[src/rtl/spi_cfg_pkg.sv]
package spi_cfg_pkg;

  localparam int WORD_W     = 16;
  localparam int REG_ADDR_W = 5;
  localparam int BANK_W     = 2;
  localparam int MEM_ADDR_W = 8;

  // operation field, instruction bits 15:13
  localparam logic [2:0] OP_REG_WR = 3'b100;
  localparam logic [2:0] OP_MEM_WR = 3'b101;
  localparam logic [2:0] OP_REG_RD = 3'b010;
  localparam logic [2:0] OP_MEM_RD = 3'b011;

  typedef enum logic [1:0] {
    PH_INSTR = 2'd0,
    PH_DATA  = 2'd1,
    PH_SKIP  = 2'd2
  } phase_e;

  typedef struct packed {
    logic                  valid;
    logic                  is_wr;
    logic                  is_reg;
    logic [REG_ADDR_W-1:0] raddr;
    logic [BANK_W-1:0]     bank;
    logic [MEM_ADDR_W-1:0] maddr;
  } instr_t;

  function automatic instr_t decode_instr(input logic [WORD_W-1:0] w);
    instr_t r;
    logic [2:0] op;
    op       = w[15:13];
    r.valid  = (op == OP_REG_WR) || (op == OP_MEM_WR) ||
               (op == OP_REG_RD) || (op == OP_MEM_RD);
    r.is_wr  = op[2];
    r.is_reg = ~op[0];
    r.raddr  = w[12:8];
    r.bank   = w[9:8];
    r.maddr  = w[7:0];
    return r;
  endfunction

endpackage

[src/rtl/spi_cfg_sync.sv]
module spi_cfg_sync #(
  parameter int STAGES = 2
) (
  input  logic clk,
  input  logic rst_n,
  input  logic sclk_i,
  input  logic cs_n_i,
  input  logic mosi_i,
  output logic sclk_rise_o,
  output logic sclk_fall_o,
  output logic cs_active_o,
  output logic mosi_o
);

  logic [STAGES-1:0] sclk_q, sclk_d;
  logic [STAGES-1:0] cs_q, cs_d;
  logic [STAGES-1:0] mosi_q, mosi_d;
  logic              sclk_last_q;

  always_comb begin
    sclk_d = {sclk_q[STAGES-2:0], sclk_i};
    cs_d   = {cs_q[STAGES-2:0], cs_n_i};
    mosi_d = {mosi_q[STAGES-2:0], mosi_i};
  end

  always_ff @(posedge clk or negedge rst_n) begin
    if (!rst_n) begin
      sclk_q      <= '0;
      cs_q        <= '1;
      mosi_q      <= '0;
      sclk_last_q <= 1'b0;
    end else begin
      sclk_q      <= sclk_d;
      cs_q        <= cs_d;
      mosi_q      <= mosi_d;
      sclk_last_q <= sclk_q[STAGES-1];
    end
  end

  assign sclk_rise_o = sclk_q[STAGES-1] & ~sclk_last_q;
  assign sclk_fall_o = ~sclk_q[STAGES-1] & sclk_last_q;
  assign cs_active_o = ~cs_q[STAGES-1];
  assign mosi_o      = mosi_q[STAGES-1];

endmodule

[src/rtl/spi_cfg_shifter.sv]
module spi_cfg_shifter #(
  parameter int W = 16
) (
  input  logic         clk,
  input  logic         rst_n,
  input  logic         cs_active_i,
  input  logic         sclk_rise_i,
  input  logic         sclk_fall_i,
  input  logic         mosi_i,
  input  logic         load_en_i,
  input  logic [W-1:0] load_word_i,
  output logic         word_done_o,
  output logic [W-1:0] rx_word_o,
  output logic         miso_o
);

  localparam int CNT_W = $clog2(W);

  logic [CNT_W-1:0] cnt_q, cnt_d;
  logic [W-1:0]     rx_q, rx_d;
  logic [W-1:0]     tx_q, tx_d;
  logic             miso_q, miso_d;
  logic             done_q, done_d;

  always_comb begin
    cnt_d  = cnt_q;
    rx_d   = rx_q;
    tx_d   = tx_q;
    miso_d = miso_q;
    done_d = 1'b0;
    if (!cs_active_i) begin
      cnt_d  = '0;
      tx_d   = '0;
      miso_d = 1'b0;
    end else begin
      if (sclk_rise_i) begin
        rx_d   = {rx_q[W-2:0], mosi_i};
        done_d = (cnt_q == CNT_W'(W-1));
        cnt_d  = (cnt_q == CNT_W'(W-1)) ? '0 : cnt_q + 1'b1;
      end
      if (load_en_i) begin
        tx_d = load_word_i;
      end else if (sclk_fall_i) begin
        miso_d = tx_q[W-1];
        tx_d   = {tx_q[W-2:0], 1'b0};
      end
    end
  end

  always_ff @(posedge clk or negedge rst_n) begin
    if (!rst_n) begin
      cnt_q  <= '0;
      rx_q   <= '0;
      tx_q   <= '0;
      miso_q <= 1'b0;
      done_q <= 1'b0;
    end else begin
      cnt_q  <= cnt_d;
      rx_q   <= rx_d;
      tx_q   <= tx_d;
      miso_q <= miso_d;
      done_q <= done_d;
    end
  end

  assign word_done_o = done_q;
  assign rx_word_o   = rx_q;
  assign miso_o      = miso_q;

  // while selected, the output bit moves only after a falling serial edge
  assert_miso_on_fall_R3: assert property (@(posedge clk) disable iff (!rst_n)
    ($past(cs_active_i) && cs_active_i && !$past(sclk_fall_i)) |-> $stable(miso_o));

endmodule

[src/rtl/spi_cfg_ctrl.sv]
module spi_cfg_ctrl
  import spi_cfg_pkg::*;
#(
  parameter int NUM_BANKS = 3
) (
  input  logic                  clk,
  input  logic                  rst_n,
  input  logic                  cs_active_i,
  input  logic                  word_done_i,
  input  logic [WORD_W-1:0]     rx_word_i,
  input  logic [WORD_W-1:0]     reg_rdata_i,
  input  logic [WORD_W-1:0]     mem_rdata_i,
  output logic                  reg_we_o,
  output logic [REG_ADDR_W-1:0] reg_addr_o,
  output logic [WORD_W-1:0]     reg_wdata_o,
  output logic                  mem_we_o,
  output logic                  mem_re_o,
  output logic [BANK_W-1:0]     mem_bank_o,
  output logic [MEM_ADDR_W-1:0] mem_addr_o,
  output logic [WORD_W-1:0]     mem_wdata_o,
  output logic                  load_en_o,
  output logic [WORD_W-1:0]     load_word_o
);

  phase_e                phase_q, phase_d;
  instr_t                ins_q, ins_d, dec;
  logic [MEM_ADDR_W-1:0] addr_q, addr_d;
  logic                  rd_pend_q, rd_pend_d;

  function automatic logic bank_ok(input logic [BANK_W-1:0] b);
    return int'(b) < NUM_BANKS;
  endfunction

  assign dec = decode_instr(rx_word_i);

  always_comb begin
    phase_d     = phase_q;
    ins_d       = ins_q;
    addr_d      = addr_q;
    rd_pend_d   = 1'b0;
    reg_we_o    = 1'b0;
    reg_addr_o  = ins_q.raddr;
    mem_we_o    = 1'b0;
    mem_re_o    = 1'b0;
    mem_bank_o  = ins_q.bank;
    mem_addr_o  = addr_q;
    load_en_o   = 1'b0;
    load_word_o = '0;
    if (rd_pend_q) begin
      load_en_o   = 1'b1;
      load_word_o = mem_rdata_i;
    end
    if (!cs_active_i) begin
      phase_d = PH_INSTR;
    end else if (word_done_i) begin
      unique case (phase_q)
        PH_INSTR: begin
          reg_addr_o = dec.raddr;
          mem_bank_o = dec.bank;
          mem_addr_o = dec.maddr;
          if (dec.valid) begin
            ins_d   = dec;
            addr_d  = dec.maddr;
            phase_d = PH_DATA;
            if (!dec.is_wr) begin
              if (dec.is_reg || !bank_ok(dec.bank)) begin
                load_en_o   = 1'b1;
                load_word_o = dec.is_reg ? reg_rdata_i : '0;
              end else begin
                mem_re_o  = 1'b1;
                rd_pend_d = 1'b1;
              end
            end
          end else begin
            phase_d = PH_SKIP;
          end
        end
        PH_DATA: begin
          if (ins_q.is_reg) begin
            phase_d  = PH_SKIP;
            reg_we_o = ins_q.is_wr;
          end else begin
            addr_d = addr_q + 1'b1;
            if (ins_q.is_wr) begin
              mem_we_o = bank_ok(ins_q.bank);
            end else if (bank_ok(ins_q.bank)) begin
              mem_addr_o = addr_q + 1'b1;
              mem_re_o   = 1'b1;
              rd_pend_d  = 1'b1;
            end else begin
              load_en_o   = 1'b1;
              load_word_o = '0;
            end
          end
        end
        default: phase_d = PH_SKIP;
      endcase
    end
  end

  assign reg_wdata_o = rx_word_i;
  assign mem_wdata_o = rx_word_i;

  always_ff @(posedge clk or negedge rst_n) begin
    if (!rst_n) begin
      phase_q   <= PH_INSTR;
      ins_q     <= '0;
      addr_q    <= '0;
      rd_pend_q <= 1'b0;
    end else begin
      phase_q   <= phase_d;
      ins_q     <= ins_d;
      addr_q    <= addr_d;
      rd_pend_q <= rd_pend_d;
    end
  end

  // a register write happens only on a freshly completed word
  assert_reg_we_on_word_R2: assert property (@(posedge clk) disable iff (!rst_n)
    reg_we_o |-> word_done_i);

  // at most one strobe of any kind per cycle
  assert_single_strobe_R4: assert property (@(posedge clk) disable iff (!rst_n)
    $onehot0({mem_we_o, mem_re_o, reg_we_o}));

  // no memory strobe ever addresses an unmapped bank
  assert_bank_mapped_R9: assert property (@(posedge clk) disable iff (!rst_n)
    (mem_we_o || mem_re_o) |-> (int'(mem_bank_o) < NUM_BANKS));

endmodule

[src/rtl/spi_cfg_regfile.sv]
module spi_cfg_regfile #(
  parameter int NUM_REGS = 13,
  parameter int W        = 16,
  parameter int AW       = 5
) (
  input  logic                  clk,
  input  logic                  rst_n,
  input  logic                  we_i,
  input  logic [AW-1:0]         addr_i,
  input  logic [W-1:0]          wdata_i,
  output logic [W-1:0]          rdata_o,
  output logic [NUM_REGS*W-1:0] regs_o
);

  logic [W-1:0] regs_q [NUM_REGS];

  for (genvar g = 0; g < NUM_REGS; g++) begin : g_reg
    logic hit;
    assign hit = we_i && (addr_i == AW'(g));
    always_ff @(posedge clk or negedge rst_n) begin
      if (!rst_n) begin
        regs_q[g] <= '0;
      end else if (hit) begin
        regs_q[g] <= wdata_i;
      end
    end
    assign regs_o[g*W +: W] = regs_q[g];
  end

  always_comb begin
    rdata_o = '0;
    for (int i = 0; i < NUM_REGS; i++) begin
      if (addr_i == AW'(i)) rdata_o = regs_q[i];
    end
  end

  // writes beyond the last register leave the file unchanged
  assert_unmapped_ignored_R8: assert property (@(posedge clk) disable iff (!rst_n)
    (we_i && (int'(addr_i) >= NUM_REGS)) |=> $stable(regs_o));

endmodule

[src/rtl/spi_cfg_slave.sv]
module spi_cfg_slave
  import spi_cfg_pkg::*;
#(
  parameter int NUM_REGS    = 13,
  parameter int NUM_BANKS   = 3,
  parameter int SYNC_STAGES = 2
) (
  input  logic                       clk,
  input  logic                       rst_n,
  input  logic                       sclk_i,
  input  logic                       cs_n_i,
  input  logic                       mosi_i,
  output logic                       miso_o,
  output logic [NUM_REGS*WORD_W-1:0] cfg_regs_o,
  output logic                       mem_we_o,
  output logic                       mem_re_o,
  output logic [BANK_W-1:0]          mem_bank_o,
  output logic [MEM_ADDR_W-1:0]      mem_addr_o,
  output logic [WORD_W-1:0]          mem_wdata_o,
  input  logic [WORD_W-1:0]          mem_rdata_i
);

  logic [1:0] rst_pipe_q;
  logic       rst_int_n;

  always_ff @(posedge clk or negedge rst_n) begin
    if (!rst_n) rst_pipe_q <= '0;
    else        rst_pipe_q <= {rst_pipe_q[0], 1'b1};
  end
  assign rst_int_n = rst_pipe_q[1];

  logic                  sclk_rise, sclk_fall, cs_active, mosi_s;
  logic                  word_done, load_en;
  logic [WORD_W-1:0]     rx_word, load_word;
  logic                  reg_we;
  logic [REG_ADDR_W-1:0] reg_addr;
  logic [WORD_W-1:0]     reg_wdata, reg_rdata;

  spi_cfg_sync #(.STAGES(SYNC_STAGES)) u_sync (
    .clk         (clk),
    .rst_n       (rst_int_n),
    .sclk_i      (sclk_i),
    .cs_n_i      (cs_n_i),
    .mosi_i      (mosi_i),
    .sclk_rise_o (sclk_rise),
    .sclk_fall_o (sclk_fall),
    .cs_active_o (cs_active),
    .mosi_o      (mosi_s)
  );

  spi_cfg_shifter #(.W(WORD_W)) u_shift (
    .clk         (clk),
    .rst_n       (rst_int_n),
    .cs_active_i (cs_active),
    .sclk_rise_i (sclk_rise),
    .sclk_fall_i (sclk_fall),
    .mosi_i      (mosi_s),
    .load_en_i   (load_en),
    .load_word_i (load_word),
    .word_done_o (word_done),
    .rx_word_o   (rx_word),
    .miso_o      (miso_o)
  );

  spi_cfg_ctrl #(.NUM_BANKS(NUM_BANKS)) u_ctrl (
    .clk         (clk),
    .rst_n       (rst_int_n),
    .cs_active_i (cs_active),
    .word_done_i (word_done),
    .rx_word_i   (rx_word),
    .reg_rdata_i (reg_rdata),
    .mem_rdata_i (mem_rdata_i),
    .reg_we_o    (reg_we),
    .reg_addr_o  (reg_addr),
    .reg_wdata_o (reg_wdata),
    .mem_we_o    (mem_we_o),
    .mem_re_o    (mem_re_o),
    .mem_bank_o  (mem_bank_o),
    .mem_addr_o  (mem_addr_o),
    .mem_wdata_o (mem_wdata_o),
    .load_en_o   (load_en),
    .load_word_o (load_word)
  );

  spi_cfg_regfile #(.NUM_REGS(NUM_REGS), .W(WORD_W), .AW(REG_ADDR_W)) u_regs (
    .clk     (clk),
    .rst_n   (rst_int_n),
    .we_i    (reg_we),
    .addr_i  (reg_addr),
    .wdata_i (reg_wdata),
    .rdata_o (reg_rdata),
    .regs_o  (cfg_regs_o)
  );

endmodule

[config.mk]
export PLATFORM = sky130hd
export DESIGN_NAME = spi_cfg_slave
export DESIGN_NICKNAME = d
export VERILOG_FILES = /design/src/rtl/spi_cfg_pkg.sv /design/src/rtl/spi_cfg_sync.sv /design/src/rtl/spi_cfg_shifter.sv /design/src/rtl/spi_cfg_ctrl.sv /design/src/rtl/spi_cfg_regfile.sv /design/src/rtl/spi_cfg_slave.sv
export SDC_FILE = /design/constraint.sdc
export NUM_CORES = 1
export LEC_CHECK = 0
export BUFFER_PORTS_ARGS = -buffer_cell sky130_fd_sc_hd__buf_4
export CAP_MARGIN = 15
export CORE_ASPECT_RATIO = 1.2
export CORE_MARGIN = 4
export CORE_UTILIZATION = 51
export CTS_CLUSTER_SIZE = 16
export DETAILED_ROUTE_END_ITERATION = 10
export GPL_ROUTABILITY_DRIVEN = 0
export HOLD_SLACK_MARGIN = 0.06
export PLACE_DENSITY = 0.85
export SLEW_MARGIN = 15
export SYNTH_ARGS = -nofsm -noshare
export SYNTH_HDL_FRONTEND = slang
export SYNTH_SLANG_ARGS = --single-unit
[constraint.sdc]
create_clock -name clk -period 8.15 [get_ports clk]
set_input_delay 0.815 -clock clk [delete_from_list [all_inputs] [get_ports clk]]
set_output_delay 0.815 -clock clk [all_outputs]
set_load 0.05 [all_outputs]
# Word level (Yosys, flattened, before mapping)
# Index checks and enable logic that the tools add are counted.
# totals
out_inout_bits	237
elab_cells	174
register_bits	275
# classes
addsub	2
bitwise_logic	6
order_cmp	2
eq_ne	22
muxes	82
reduce_logical	30
# ops
op	n
2-to-1 mux 16 bit	25
2-to-1 mux 8 bit	7
case mux 16 bit (2 select lines)	1
case mux 8 bit (2 select lines)	2
2-to-1 mux 1 bit	31
== test 5 x 4 -> 1 bit, second input constant	5
== test 5 x 3 -> 1 bit, second input constant	4
2-to-1 mux 5 bit	3
2-to-1 mux 2 bit	7
logical AND 1 bit	13
2-to-1 mux 4 bit	3
== test 5 x 2 -> 1 bit, second input constant	2
adder 8 x 1 -> 8 bit, second input constant	1
nonzero test 2 bit	4
== test 3 x 2 -> 1 bit, second input constant	2
== test 3 bit, second input constant	2
AND reduction 2 bit	3
== test 5 x 1 -> 1 bit, second input constant	1
zero test 5 bit	1
AND reduction 5 bit	1
adder 4 x 1 -> 4 bit, second input constant	1
== test 4 bit, second input constant	1
logical OR 1 bit	4
less-than comparator 2 bit, second input constant	2
12 further kinds	18

# Logic depth before layout (Yosys ltp)
# Gate-level depths: netlist of the first run.
# depth
ltp_word	26
ltp_mapped	12
ltp_nobuf	8

# By module
# Synthesis of the first run repeated with hierarchy kept, for this count alone.
# hier_totals
hier_cells	1217
hier_area_um2	14238.7
# modules_own_cells
mod	seq_area_each_um2	cells_per_inst	area_each_um2	n_inst
spi_cfg_regfile	5205.0	795	10324.9	1
spi_cfg_ctrl	450.4	262	1875.5	1
spi_cfg_shifter	950.9	147	1788.0	1
spi_cfg_sync	177.7	10	196.4	1
spi_cfg_slave	50.0	3	53.8	1

# Least setup slack after synthesis of the first run
# OpenSTA, ideal clock, no wires.
# synth_path
kind	flip-flop to output port
startpoint	register, netlist name u_ctrl.ins_q[11]
endpoint	output mem_addr_o[2]
required_ns	7.335
path_buffers	1
path_stages_with_launch	6
arrival_ns	3.170
setup_slack_ns	4.165
cell_sequence	dfrtp_1 > clkbuf_1 > and2_1 > nor3_1 > nand3_1 > o311ai_0
# synth_lines
item	line	text
to (decl)	spi_cfg_slave.sv:18	output logic [MEM_ADDR_W-1:0] mem_addr_o,

# Worst setup path in the final report of the first run
# layout_path
startpoint	register u_sync.cs_q[1]
endpoint	register u_regs.regs_q (netlist bit u_regs.regs_o[185])
# layout_via
elab_chain_len	3
# layout_lines
item	line	text
from (decl)	spi_cfg_sync.sv:16	logic [STAGES-1:0] cs_q, cs_d;
from (signal assigned)	spi_cfg_sync.sv:34	cs_q <= cs_d;
2-to-1 mux 5 bit	spi_cfg_ctrl.sv:53	if (!cs_active_i) begin
== test 5 x 4 -> 1 bit	spi_cfg_regfile.sv:19	assign hit = we_i && (addr_i == AW'(g));
logical AND 1 bit *	spi_cfg_regfile.sv:19	
to (signal, indexed assignment)	spi_cfg_regfile.sv:24	regs_q[g] <= wdata_i;
to (decl)	spi_cfg_regfile.sv:15	logic [W-1:0] regs_q [NUM_REGS];
# Every way passes the cells marked *; elsewhere a longest branch is shown, timed or not.
# A chain may end at the register's enable or synchronous reset.

==> results.md, run 1 <==
* Max transition margin at between 20% and 30%
* Outcome: finished clean
* Reg2reg path depth at 6
* Starting Density at 51.7%
* Post-synthesis sequential area ratio at about half
* Final Max Tran Viols at 0
* Met3 Wirelength at 5990 um
* H-tree depth at 1
* CP max stage cell: dfstp_2
* Clk buf depth at 3
* Leading register cell type out of synthesis: dfrtp_1
* Area delta synth->final at 21.7%
* GRT Util Overall at around 32%
* Worst-case vdd ir drop at approximately 0.14 mV
* Finished Layout Cells at 1762
* Fin crit period at ~4.4 ns
* Metal-1 WL at around 17000 um
* CTS tree: yes
* Layout cell share with drive strength beyond 1 at 41.0%
* Via density at 6.70
* Resize count post-CTS at 0
* Hold-fix buffers, CTS at 1
* Post-route setup slack at 3.75 ns
* Leading area contributor after synthesis: dfrtp_1
* #FFs+latches synth at 273
* DR WL/cell at 27.6 um
* Post-DRT Antenna Nets at 0
* Mean post-synth cell area at approximately 11 um2
* Synth cell count leaders: 271 x dfrtp_1, 224 x mux2_2, 81 x nand2_1
* Routed WL at about 50000 um
* Top sig layer: met4
* Met2 wire length at around 23000 um
* Core Rows at 65
* Final setup viols at 0
* Worst Hold Depth at 0
* Root Buffer Master: clkbuf_16
* RSZ-0062 raised after global routing: no
* CP arrival at about 4.8 ns
* Highest Clock Rate at ~230 MHz
* Clock Latency Late Sink at 0.55 ns
* Initial antenna violation count at 0
* Pwr Density at 180 mW/mm2
* HPWL Detailed at between 30000 and 40000 um
* Num CTS Buffers at 28
* CP max FO at 25
* Hold_ws at ~0.35 ns
* Area of the mapped netlist at about 0.014 mm2
* Reg clk slew, reported paths at ~0.060 ns
* Worst slack, placed at roughly 3.9 ns
* Top-area cell type share of the netlist area at 49.8%
* Final nets at 1429
* R2R Setup Slk at roughly 3.7 ns
* Max-Cap Viols at 0
* Vias at around 12000
* Critical path type: register to register
* Worst R2R Start: u_sync.cs_q[1]
* R2r endpoint: u_regs.regs_o[185]
* Max stage delay on crit path at 0.80 ns
* Top Ports at 258
* Iteration-0 DRC Markers at ~1700
* Die ar. at ~0.03 mm2
* Startpoint types: register
* Worst Skew at ~0.013 ns
* Yosys cell types at slightly below 80
* Largest net degree at the start of global routing at 75
* Final Hold Viols at 0
* Most numerous cell in the Yosys netlist: dfrtp_1
* Die height at roughly 190 um
* Least-Margin Pin Slew at 1.11 ns
* Core box area at roughly 0.026 mm2
* Hold Path End: rst_pipe_q[1]
* Syn nets at roughly 1200
* Drt drc at 0
* Setup tns final at 0 ns
* Tcrit/Tclk final at a little over half
* Length of the first detailed-routing pass in iterations at 7
* # clock sinks at 273
* Grt ovf at 0
* Synth async-reset ratio at 100%
* Tot Pwr at about 3 mW
* Vias in the first global route at roughly 12000
* CP cell instances: or4b_1 -> buf_4 -> mux2i_4 -> and2_1 -> nand2b_1 -> mux2_1
* Ant. Diodes at 0
* First-pass GRT wire length at 72400 um
* Leak at just over 8 nW
* Worst setup EP type: register
* Die width at about 160 um
* Setup bufs post-CTS at 0
* Mapped Cells at between 1000 and 1500
* Number of enable flip-flop cells after synthesis at 0
* Yosys warnings at 0
* CP Data Required Time at ~8.6 ns
* Number of fill cells at about 2100
* Input/output buffers at roughly 260
* Hold Crit Class: register to register
* DP Cell Count at between 1500 and 2000
* Hold path start: rst_pipe_q[0]
* Area contributors post-synth: dfrtp_1 50%, mux2_2 19%, nand2_1 2.2%
==> registers in the layout, indices dropped and copies added, names as in the netlist, 4 cells and up <==
signal / count
u_ctrl.addr_q: 8
u_ctrl.ins_q: 7
u_regs.regs_o: 208
u_shift.cnt_q: 4
u_shift.rx_word_o: 16
u_shift.tx_q: 16
==> worst max path at each step <==
stage | startpoint | to | slack [ns] | cells after the start
3_5_place_dp | u_sync.cs_q[1] | u_regs.regs_o[185] | 3.93 | 6
5_1_grt | u_ctrl.phase_q[0] | mem_addr_o[2] | 3.60 | 4
6_report | u_sync.cs_q[1] | u_regs.regs_o[185] | 3.75 | 6
3_3_place_gp | u_sync.cs_q[1] | u_regs.regs_o[189] | 4.01 | 6
2_1_floorplan | rst_pipe_q[1] | u_ctrl.addr_q[0] | 3.68 | 0
4_1_cts | u_sync.cs_q[1] | u_regs.regs_o[185] | 3.91 | 6
==> per-layer routing <==
layer  global-route usage [%]  up-vias
li1                         -     4837
met1                     39.9     5796
met2                     50.4      930
met3                     8.96      234
met4                     17.7        0
met5                        0        -
==> cell type report <==
type,count,area [um2],area share [%]
inverters,12,45.0,0.272
clock inverters,8,60.1,0.362
repair buffers,284,2130,12.9
well taps,335,419,2.53
flip-flops and latches,273,6840,41.2
clock buffers,43,868,5.24
multi-input cells,807,6220,37.5
==> critical path: cells and delay by family, from the launching register on <==
family | cells | cell delay (ns)
buffers and inverters | 1 | 0.34
muxes | 2 | 1.34
and+or+nand+nor | 3 | 1.79
DFF | 1 | 0.80
==> layout by cell type (no fill, tap or decap), types with 5 or more instances in the layout <==
master and n:
mux2_2 224, a21o_1 8, a22oi_1 14, nor2b_1 16
nor2_2 5, mux2i_1 17, clkbuf_8 9, buf_4 283
a221oi_1 6, o21ai_0 52, clkbuf_16 29, nand3_1 36
clkbuf_1 5, nor2_1 52, and3_1 13, a31oi_1 11
nor3_1 22, a21oi_1 60, nand2b_1 7, inv_1 12
a222oi_1 18, and2_1 6, o22ai_1 22, o211ai_1 7
nor3b_1 7, nand4_1 8, mux2_1 12, a211oi_1 10
dfrtp_1 270, o21ai_1 5, nand2_1 81
==> cells by family (layout without fill, tap and decap cells) <==
kind of cell | after synthesis | after routing | share of synthesized area, %
XOR/XNOR | 2 | 2 | 0.129
multiplexers | 257 | 257 | 21.3
other | 1 | 1 | 0.0275
AO/OA/AOI/OAI | 265 | 265 | 13.4
buffers and inverters | 118 | 347 | 4.24
adder cells (fa/ha/maj) | 2 | 2 | 0.184
AND/OR/NAND/NOR | 280 | 280 | 10.5
flip-flops | 273 | 273 | 50.2
==> power breakdown <==
| group | switching (mW) | leakage, nW | internal (mW) |
|---|---|---|---|
| clock | 0.549 | 0.458 | 0.735 |
| combinational | 0.164 | 3.91 | 0.0649 |
| sequential | 0.0973 | 3.78 | 1.37 |
==> per-stage QoR <==
step                      area [um2]  utilization [%]
after detailed placement       15600             59.4
after CTS                      16600             62.9
after global routing           16600             62.9
after floorplan                13600                -
final                          16600             62.9
after global placement         15600             59.4
Power figures use the tool's default switching activity.
==> inputs of run 2 (changes only) <==
==> constraint.sdc (replaced) <==
create_clock -name clk -period 3.93 [get_ports clk]
set_input_delay 0.393 -clock clk [delete_from_list [all_inputs] [get_ports clk]]
set_output_delay 0.393 -clock clk [all_outputs]
set_load 0.05 [all_outputs]
==> results.md, run 2 (same netlist as run 1, synthesis figures left out) <==
* Outcome: finished clean
* Tot Pwr at 6.28 mW
* Internal power at about 4.6 mW
* First-pass GRT wire length at roughly 74000 um
* Hold_ws at ~0.063 ns
* Net Sw Frac at around a quarter
* Starting Density at between 50% and 60%
* CP max FO at 16
* Max-Cap Viols at 0
* Drt drc at 0
* Critical path's most frequent cell: buf_4
* Iteration-0 DRC Markers at about 2300
* Area delta synth->final at 23.5%
* CTS tree: yes
* Clock network power share at a little over two fifths
* CP cell instances: buf_4 -> nor2b_1 -> nand3_1 -> o311ai_0 -> buf_4
* Input/output buffers at between 200 and 300
* Worst R2R Start: u_ctrl.phase_q[1]
* # clock sinks at ~270
* CP max stage cell: nor2b_1
* Post-route cell area at around 0.017 mm2
* HPWL Detailed at 35400 um
* CP arrival at between 3 and 4 ns
* DP Cell Count at about 1700
* GRT Util Overall at 32.7%
* Hold path start: mem_rdata_i[13]
* CP Data Required Time at ~3.5 ns
* DR WL/cell at roughly 28 um
* Clock Latency Late Sink at about 0.55 ns
* Startpoint types: register
* Die height at about 190 um
* Max stage delay on crit path at ~0.9 ns
* Final Hold Viols at 0
* Length of the first detailed-routing pass in iterations at 11
* Die width at 157 um
* Routed WL at 50000 um
* Setup tns final at 0 ns
* H-tree depth at 1
* Worst-case vdd ir drop at between 0.2 and 0.3 mV
* Via density at about 6.8
* Finished Layout Cells at between 1500 and 2000
* Vias at around 12000
* Final nets at about 1500
* Pwr Density at between 300 and 400 mW/mm2
* Logic pwr share at under 10%
* Clk buf depth at 3
* Switching pwr at between 1.5 and 2 mW
* Highest Clock Rate at ~270 MHz
* Setup crit start: u_ctrl.phase_q[0]
* Least-Margin Pin Slew at 1.12 ns
* Leak at ~8.3 nW
* Num CTS Buffers at 27
* Sequential share of power at between 40% and 50%
* Fin crit period at 3.74 ns
* Grt ovf at 0
* Root Buffer Master: clkbuf_16
* Post-DRT Antenna Nets at 0
* Setup bufs post-CTS at 0
* Worst setup EP type: output pin
* Critical path type: register to output pin
* Post-route setup slack at approximately 0.19 ns
* Final Util at a little under two thirds
* RSZ-0062 raised after global routing: no
* Core box area at between 0.02 and 0.03 mm2
* Final Max Tran Viols at 0
* Commonest non-fill, non-tap cell in the layout: buf_4
* Core Rows at 65
* Vias in the first global route at 12300
* Final setup viols at 0
* Top Ports at 258
* Hold Crit Class: input pin to register
* Initial antenna violation count at 1
* Tcrit/Tclk final at a little over nine tenths
* Largest register FFs at about 210
* Die ar. at 0.0294 mm2
* Layout cell share with drive strength beyond 1 at about two fifths
* Max transition margin at between 20% and 30%
* Worst Skew at roughly 0.009 ns
* Worst slack, placed at around 0.66 ns
* Ant. Diodes at 0
* Reg clk slew, reported paths at around 0.06 ns
* Placed instance area at ~0.016 mm2
* Most frequent cells in the layout: 305 x buf_4, 270 x dfrtp_1, 224 x mux2_2
* Largest net degree at the start of global routing at 79
run 2: final timing paths:
check / to / slack, ns / cells after the start
max: mem_addr_o[2] / 0.19 / 5
max reg2reg: u_shift.tx_q[14] / 0.47 / 9
min reg2reg: u_sync.mosi_q[1] / 0.35 / 0
min in group asynchronous: rst_pipe_q[1] / 0.18 / 2
min: u_shift.tx_q[13] / 0.06 / 3
max in group asynchronous: u_sync.cs_q[0] / 2.49 / 1
run 2: layout make-up:
class,instances,area [um2]
timing repair buffer,311,2370
clock buffer,40,785
tap,335,419
sequential,273,6840
clock inverter,10,159
fill,1969,9520
multi-input combinational,807,6220
inverter,12,45.0
run 2: per-layer routing:
layer	wire, um	track usage, %	part of all wire [%]	up-vias
met5	8	0	0.016	-
met4	3640	18.4	7.3	2
met3	6070	8.93	12	300
met2	23600	52.6	47	1020
met1	16600	39.6	33	5861
li1	-	-	-	4909
run 2: timing repair:
action / CTS / global route
hold buffers: 4 / 0
gates resized for setup: 0 / 0
hold endpoints to repair: 5 / 0
run 2: power by group through the flow:
| stage | Combinational [mW] | Clock (mW) | Sequential, mW |
|---|---|---|---|
| after floorplan | 0.359 | 0 | 2.99 |
| after global placement | 0.471 | 0 | 3.07 |
| after detailed placement | 0.481 | 0 | 3.07 |
| after CTS | 0.486 | 2.75 | 3.02 |
| after global routing | 0.514 | 2.87 | 3.04 |
| final | 0.495 | 2.75 | 3.03 |
run 2: critical path: cells and delay by family, from the launching register on:
kind	cells	cell delay, ns
flops	1	0.35
simple gates	2	1.41
buf+inv	2	0.50
compound gates	1	0.55
